--- src/rtl/xint_pkg.sv ---
package xint_pkg;
  typedef enum logic {SENSE_LEVEL = 1'b0, SENSE_EDGE = 1'b1} sense_e;
  typedef enum logic {POL_FALL = 1'b0, POL_RISE = 1'b1} pol_e;
  localparam int unsigned SYNC_DEPTH = 2;
endpackage

--- src/rtl/xint_sync.sv ---
module xint_sync #(
  parameter int unsigned STAGES = xint_pkg::SYNC_DEPTH
) (
  input  logic clk_i,
  input  logic rst_ni,
  input  logic pin_i,
  output logic level_o,
  output logic prev_o
);
  logic [STAGES-1:0] stg_q;
  logic              prev_q;

  always_ff @(posedge clk_i or negedge rst_ni) begin
    if (!rst_ni) stg_q <= '1;
    else         stg_q <= {stg_q[STAGES-2:0], pin_i};
  end

  always_ff @(posedge clk_i or negedge rst_ni) begin
    if (!rst_ni) prev_q <= 1'b1;
    else         prev_q <= stg_q[STAGES-1];
  end

  assign level_o = stg_q[STAGES-1];
  assign prev_o  = prev_q;


  prev_pipe_chk: assert property (@(posedge clk_i) disable iff (!rst_ni)
    prev_o == $past(level_o));
endmodule

--- src/rtl/xint_al_chan.sv ---
module xint_al_chan (
  input  logic clk_i,
  input  logic rst_ni,
  input  logic edge_mode_i,
  input  logic level_i,
  input  logic prev_i,
  input  logic ack_i,
  input  logic sw_set_i,
  input  logic sw_clr_i,
  output logic pend_o
);
  import xint_pkg::*;

  logic flag_q, fall_ev, set_ev, clr_ev, is_edge;

  assign is_edge = (sense_e'(edge_mode_i) == SENSE_EDGE);
  assign fall_ev = prev_i & ~level_i;
  assign set_ev  = is_edge & (fall_ev | sw_set_i);
  assign clr_ev  = ack_i | sw_clr_i;

  always_ff @(posedge clk_i or negedge rst_ni) begin
    if (!rst_ni)      flag_q <= 1'b0;
    else if (!is_edge) flag_q <= 1'b0;
    else if (set_ev)  flag_q <= 1'b1;
    else if (clr_ev)  flag_q <= 1'b0;
  end

  assign pend_o = is_edge ? flag_q : ~level_i;


  ack_clr_chk: assert property (@(posedge clk_i) disable iff (!rst_ni)
    (is_edge && ack_i && !fall_ev && !sw_set_i) |=> !flag_q);

  al_set_wins_chk: assert property (@(posedge clk_i) disable iff (!rst_ni)
    (is_edge && (fall_ev || sw_set_i)) |=> flag_q);
endmodule

--- src/rtl/xint_pol_chan.sv ---
module xint_pol_chan (
  input  logic clk_i,
  input  logic rst_ni,
  input  logic rise_pol_i,
  input  logic level_i,
  input  logic prev_i,
  input  logic sw_set_i,
  input  logic sw_clr_i,
  output logic pend_o
);
  import xint_pkg::*;

  logic flag_q, edge_ev, set_ev;

  always_comb begin
    if (pol_e'(rise_pol_i) == POL_RISE) edge_ev = ~prev_i & level_i;
    else                                edge_ev = prev_i & ~level_i;
  end

  assign set_ev = edge_ev | sw_set_i;

  always_ff @(posedge clk_i or negedge rst_ni) begin
    if (!rst_ni)       flag_q <= 1'b0;
    else if (set_ev)   flag_q <= 1'b1;
    else if (sw_clr_i) flag_q <= 1'b0;
  end

  assign pend_o = flag_q;


  pol_set_wins_chk: assert property (@(posedge clk_i) disable iff (!rst_ni)
    set_ev |=> pend_o);
endmodule

--- src/rtl/xint_cond.sv ---
module xint_cond #(
  parameter int unsigned NUM_CH = 4,
  parameter int unsigned NUM_AL = 2,
  parameter int unsigned SYNC_STAGES = xint_pkg::SYNC_DEPTH,
  localparam int unsigned NUM_PO = NUM_CH - NUM_AL
) (
  input  logic              clk_i,
  input  logic              rst_ni,
  input  logic [NUM_CH-1:0] pin_i,
  input  logic [NUM_AL-1:0] edge_mode_i,
  input  logic [NUM_PO-1:0] rise_pol_i,
  input  logic [NUM_CH-1:0] ack_i,
  input  logic [NUM_CH-1:0] sw_set_i,
  input  logic [NUM_CH-1:0] sw_clr_i,
  output logic [NUM_CH-1:0] pend_o
);
  logic [NUM_CH-1:0] lvl, prv;

  for (genvar c = 0; c < NUM_CH; c++) begin : g_ch
    xint_sync #(.STAGES(SYNC_STAGES)) u_sync (
      .clk_i  (clk_i),
      .rst_ni (rst_ni),
      .pin_i  (pin_i[c]),
      .level_o(lvl[c]),
      .prev_o (prv[c])
    );

    if (c < NUM_AL) begin : g_al
      xint_al_chan u_chan (
        .clk_i      (clk_i),
        .rst_ni     (rst_ni),
        .edge_mode_i(edge_mode_i[c]),
        .level_i    (lvl[c]),
        .prev_i     (prv[c]),
        .ack_i      (ack_i[c]),
        .sw_set_i   (sw_set_i[c]),
        .sw_clr_i   (sw_clr_i[c]),
        .pend_o     (pend_o[c])
      );
    end else begin : g_po
      xint_pol_chan u_chan (
        .clk_i     (clk_i),
        .rst_ni    (rst_ni),
        .rise_pol_i(rise_pol_i[c-NUM_AL]),
        .level_i   (lvl[c]),
        .prev_i    (prv[c]),
        .sw_set_i  (sw_set_i[c]),
        .sw_clr_i  (sw_clr_i[c]),
        .pend_o    (pend_o[c])
      );


      ack_ignored_chk: assert property (@(posedge clk_i) disable iff (!rst_ni)
        (pend_o[c] && !sw_clr_i[c]) |=> pend_o[c]);
    end
  end
endmodule

--- config.mk ---
export PLATFORM = sky130hd
export DESIGN_NAME = xint_cond
export DESIGN_NICKNAME = d
export VERILOG_FILES = /design/src/rtl/xint_pkg.sv /design/src/rtl/xint_sync.sv /design/src/rtl/xint_al_chan.sv /design/src/rtl/xint_pol_chan.sv /design/src/rtl/xint_cond.sv
export SDC_FILE = /design/constraint.sdc
export NUM_CORES = 1
export LEC_CHECK = 0
export ABC_AREA = 0
export ABC_CLOCK_PERIOD_IN_PS = 2100
export BUFFER_PORTS_ARGS = -buffer_cell sky130_fd_sc_hd__buf_2
export CORE_AREA = 2 2 39 41
export DETAILED_ROUTE_END_ITERATION = 8
export DIE_AREA = 0 0 41 43
export HOLD_SLACK_MARGIN = 0.12
export MAX_ROUTING_LAYER = met4
export PLACE_DENSITY = 0.71
export RECOVER_POWER = 25
export SYNTH_ARGS = -nofsm -noshare
export SYNTH_HDL_FRONTEND = slang
export SYNTH_HIERARCHICAL = 1
export SYNTH_SLANG_ARGS = --single-unit
--- constraint.sdc ---
create_clock -name clk_i -period 2.1 [get_ports clk_i]
set_input_delay 0.21 -clock clk_i [delete_from_list [all_inputs] [get_ports clk_i]]
set_output_delay 0.21 -clock clk_i [all_outputs]
set_load 0.02 [all_outputs]
# [Word-level counts from Yosys, hierarchy flattened]
# Cells that the tools add are included.
[classes] muxes=14 bitwise_logic=20 n_reduce_logical=2 n_eq_ne=2
[ops] operator="1-bit two-way mux" count=14
[ops] operator="1-bit bitwise AND" count=8
[ops] operator="3-bit by 1-bit != test with 1-bit output (second input constant)" count=2
[ops] operator="1-bit inverter" count=6
[ops] operator="1-bit bitwise OR" count=6
[ops] operator="2-bit nonzero test" count=2
[totals] elab_cells=50 regBits=16

# [Longest topological paths before layout]
[depth] depth_word=6 mapped_depth=2 depth_no_buf=2

# [By module]
# Netlist, hierarchy kept.
[modules_own_cells] mod="xint_sync" seq_area_each_um2=78.8 n_inst=4 cells_each=3 area_each_um2=78.8
[modules_own_cells] mod="xint_al_chan" seq_area_each_um2=25.0 n_inst=2 cells_each=6 area_each_um2=56.3
[modules_own_cells] mod="xint_pol_chan" seq_area_each_um2=25.0 n_inst=2 cells_each=5 area_each_um2=55.1

# [Worst setup path after synthesis]
# Ideal clock, no wire load.
[synth_path] path_type="reg-to-reg" from="register g_ch[2].u_sync.prev_q" to="register g_ch[2].g_po.u_chan.flag_q" n_path_buf=0 t_arrival_ns=1.020 slack_ns=0.951 stages_incl_launch_ff=3 t_required_ns=1.971 setup_time_ns=0.129 path_cell_list="dfstp_2 > and3b_1 > a2111o_1"
[synth_via] elab_chain_cells=5
[synth_rtl] element="start: declaration" line_no="xint_sync.sv:11" text="logic prev_q;"
[synth_rtl] element="start signal: assignment" line_no="xint_sync.sv:20" text="else prev_q <= stg_q[STAGES-1];"
[synth_rtl] element="1-bit inverter" line_no="xint_pol_chan.sv:16" text="if (pol_e'(rise_pol_i) == POL_RISE) edge_ev = ~prev_i & level_i;"
[synth_rtl] element="1-bit bitwise AND" line_no="xint_pol_chan.sv:16"
[synth_rtl] element="1-bit two-way mux (*)" line_no="xint_pol_chan.sv:16"
[synth_rtl] element="1-bit bitwise OR (*)" line_no="xint_pol_chan.sv:20" text="assign set_ev = edge_ev | sw_set_i;"
[synth_rtl] element="1-bit two-way mux or 2-bit nonzero test (tied branches)"
[synth_rtl] element="end signal: assignment" line_no="xint_pol_chan.sv:23" text="if (!rst_ni) flag_q <= 1'b0;"
[synth_rtl] element="end signal: assignment" line_no="xint_pol_chan.sv:24" text="else if (set_ev) flag_q <= 1'b1;"
[synth_rtl] element="end signal: assignment" line_no="xint_pol_chan.sv:25" text="else if (sw_clr_i) flag_q <= 1'b0;"
[synth_rtl] element="end: declaration" line_no="xint_pol_chan.sv:13" text="logic flag_q, edge_ev, set_ev;"
# Mark *: on every way between the ends. The rest lies on a longest branch, timed or not.
# A chain may end at the register's enable or synchronous reset.

# [Worst setup path in the final report]
[layout_path] from="register g_ch[1].u_sync.stg_q[1]" to="output port pend_o[1]"
[layout_via] elab_chain_cells=2
[layout_rtl] element="start: declaration" line_no="xint_sync.sv:10" text="logic [STAGES-1:0] stg_q;"
[layout_rtl] element="start signal: assignment" line_no="xint_sync.sv:15" text="else stg_q <= {stg_q[STAGES-2:0], pin_i};"
[layout_rtl] element="1-bit inverter" line_no="xint_al_chan.sv:28" text="assign pend_o = is_edge ? flag_q : ~level_i;"
[layout_rtl] element="1-bit two-way mux" line_no="xint_al_chan.sv:28"
[layout_rtl] element="end: declaration" line_no="xint_cond.sv:15" text="output logic [NUM_CH-1:0] pend_o"
# No other way between the ends.

==> flow_summary.json <==
{
  "grt_start_max_net_pins": 17,
  "clock_tree_from_tritoncts": "yes",
  "crit_path_cell_trace": "o21ai_0, buf_2",
  "netlist_top_cells_area": "dfstp_2 59%, dfrtp_1 19%, nor2b_1 4.7%",
  "synth.ff_latch_count": 16,
  "worstMarginPinSlew_ps": 330,
  "drv_cap": 0,
  "post_synthesis_net_count": 56,
  "cts_hold_buf": 7,
  "p_leak_nw": 0.355,
  "clk_root_buffer_cell": "clkbuf_4",
  "placementRows": 14,
  "area_delta_synth_final_pct": 44.9,
  "global_route_congestion_overflow_total": 0,
  "synthDistinctLibCells": 10,
  "drt_wl_total_um": 854,
  "synth_warnings": 6,
  "path_buf_inv": 1,
  "yosysSeqAreaShare_pct": 77.2,
  "clockBufferDepth": 2,
  "post_cts_resized": 0,
  "number_of_antenna_violations_at_the_first_check_in_global_routing": 0,
  "required_ps": 1890,
  "drive_gt1_share_pct": 51.5,
  "cts.repair_timing.setup_buffer_count": 0,
  "crit_slowest_cell": "dfstp_1",
  "core_area_um2": 1380,
  "crit_fanout": 3,
  "final_net_count": 91,
  "final-hold-violation-count": 0,
  "cts.sinks": 16,
  "post_drt_wl_per_cell_um": 10.2,
  "run_status": "finished clean",
  "total_power_uw": 594,
  "die_area_um2": 1760,
  "critical_path.max_stage_delay_ps": 550,
  "timing.reg2reg.setup_slack_ps": 890,
  "period_minus_slack_ps": 1300,
  "final.setup.worst_slack_ps": 797,
  "post_synth.cell_area_avg_um2": 15.8,
  "max_freq_ghz": 0.768,
  "cts_inserted_buffers": 3,
  "worst_path_dominant_cell_family": "flip-flops",
  "async_flop_share_pct": 100,
  "timing.hold.worst.class": "in2reg",
  "critical_path_class": "reg2out",
  "post_synth_instance_area_um2": 538,
  "final.period_utilization_pct": 62.0,
  "wire_length_of_the_first_global_routing_pass_mm": 1.44,
  "synth-edff-count": 0,
  "tns_ps": 0,
  "die_span_in_y_um": 43,
  "synthesis.instances": 34,
  "power.density_nw_per_um2": 762,
  "worstSetupStartpointType": "register",
  "first_global_vias": 395,
  "synth_ff_type": "dfstp_2",
  "cp_data_arrival_time_ps": 1090,
  "drt_first_pass_iters": 4,
  "grt_util_all_layers_pct": 12.4,
  "ios": 26,
  "synthMostInstantiatedCell": "dfstp_2",
  "setup.worst_path.end_class": "output pin",
  "clock_insertion_delay_worst_skew_ps": 270,
  "synthTopCellsByCount": "12 x dfstp_2, 4 x dfrtp_1, 4 x nor2b_1",
  "netlist.top_cell.by_area": "dfstp_2",
  "via_per_inst": 4.38,
  "grt_setup_unrepaired": "no",
  "synth_largest_type_area_fraction_pct": 58.6,
  "routed-via-count": 368,
  "chipWidth_um": 41,
  "max_slew_margin_pct": 78.0,
  "drc": 0,
  "io_buffers": 23,
  "antenna_cells": 0,
  "drv_slew": 0,
  "setup-violations-final": 0,
  "final_antenna_net_count": 0,
  "maximum_vdd_ir_drop_uv": 433,
  "cts.reportedPaths.clkPinSlew_ps": 90,
  "gpl.final_weighted_congestion": 0.662,
  "skew_ps": 4.38,
  "fill_cells": 121,
  "pre_cts_slack_ps": 906,
  "cts.htree.levels": 1,
  "floorplan.initialDensity_pct": 38.9,
  "initialDrtViolationCount": 1
}
stage by stage:
step,util (%),instance area (um2),instances,hold WS [ps]
3_3_place_gp,48.6,673,73,125
4_1_cts,56.3,779,84,160
3_5_place_dp,48.6,673,73,127
6_report,56.3,779,84,162
5_1_grt,56.3,779,84,151
2_1_floorplan,-,538,34,-85.6
power breakdown:
| part | total, mW | switching (mW) | leakage, nW | internal (mW) |
|---|---|---|---|---|
| sequential | 0.340 | 0.00735 | 0.169 | 0.333 |
| combinational | 0.0618 | 0.0272 | 0.165 | 0.0346 |
| clock | 0.192 | 0.0867 | 0.0210 | 0.105 |
final cells by class:
class / instances / area, um2 / area share [%]
clock buffers: 4 / 36.3 / 4.65
flip-flops and latches: 16 / 415 / 53.3
repair buffers: 30 / 185 / 23.8
multi-input cells: 18 / 123 / 15.7
well taps: 16 / 20.0 / 2.57
flip-flops by register name, summed over array words and instances (netlist names):
signal,flops
g_ch.u_sync/prev_o,4
g_ch.u_sync/stg_q,8
g_ch.g_po.u_chan/pend_o,2
g_ch.g_al.u_chan/flag_q,2
routing by layer:
metal,vias to the layer above,GRT usage (%),routed length (um)
met2,11,17.5,434
li1,186,-,-
met1,171,16.5,382
met3,0,4.71,38
met4,0,4.00,0
met5,-,-,0
worst paths after layout:
kind,startpoint,to,cells after the start
worst min register to register,g_ch[3].u_sync/stg_q[0],g_ch[3].u_sync/stg_q[1],0
max in group asynchronous,rst_ni,g_ch[3].u_sync/stg_q[0],2
worst max-delay path,g_ch[1].u_sync/stg_q[1],pend_o[1],2
min in group asynchronous,rst_ni,g_ch[1].g_al.u_chan/flag_q,2
worst min-delay path,sw_set_i[1],g_ch[1].g_al.u_chan/flag_q,2
worst max register to register,g_ch[3].u_sync/prev_o,g_ch[3].g_po.u_chan/pend_o,2
cells in the final DEF, fill, tap and decap left out:
cell and instances:
buf_2 23, o31a_1 2, dfstp_2 8, nand2_1 2, clkbuf_8 1, clkbuf_4 3
nor2_1 2, and3b_1 2, dfstp_1 4, dfrtp_1 4, o21ai_0 2, dlygate4sd3_1 7
nor2b_1 4, a2111o_1 2, nor3b_1 2
kinds of logic after synthesis:
family	Yosys count	synth area share, %
DFF	16	77.2
AOI/OAI and AO/OA	6	9.30
and+or+nand+nor	12	13.5
(Power assumes the default switching activity.)
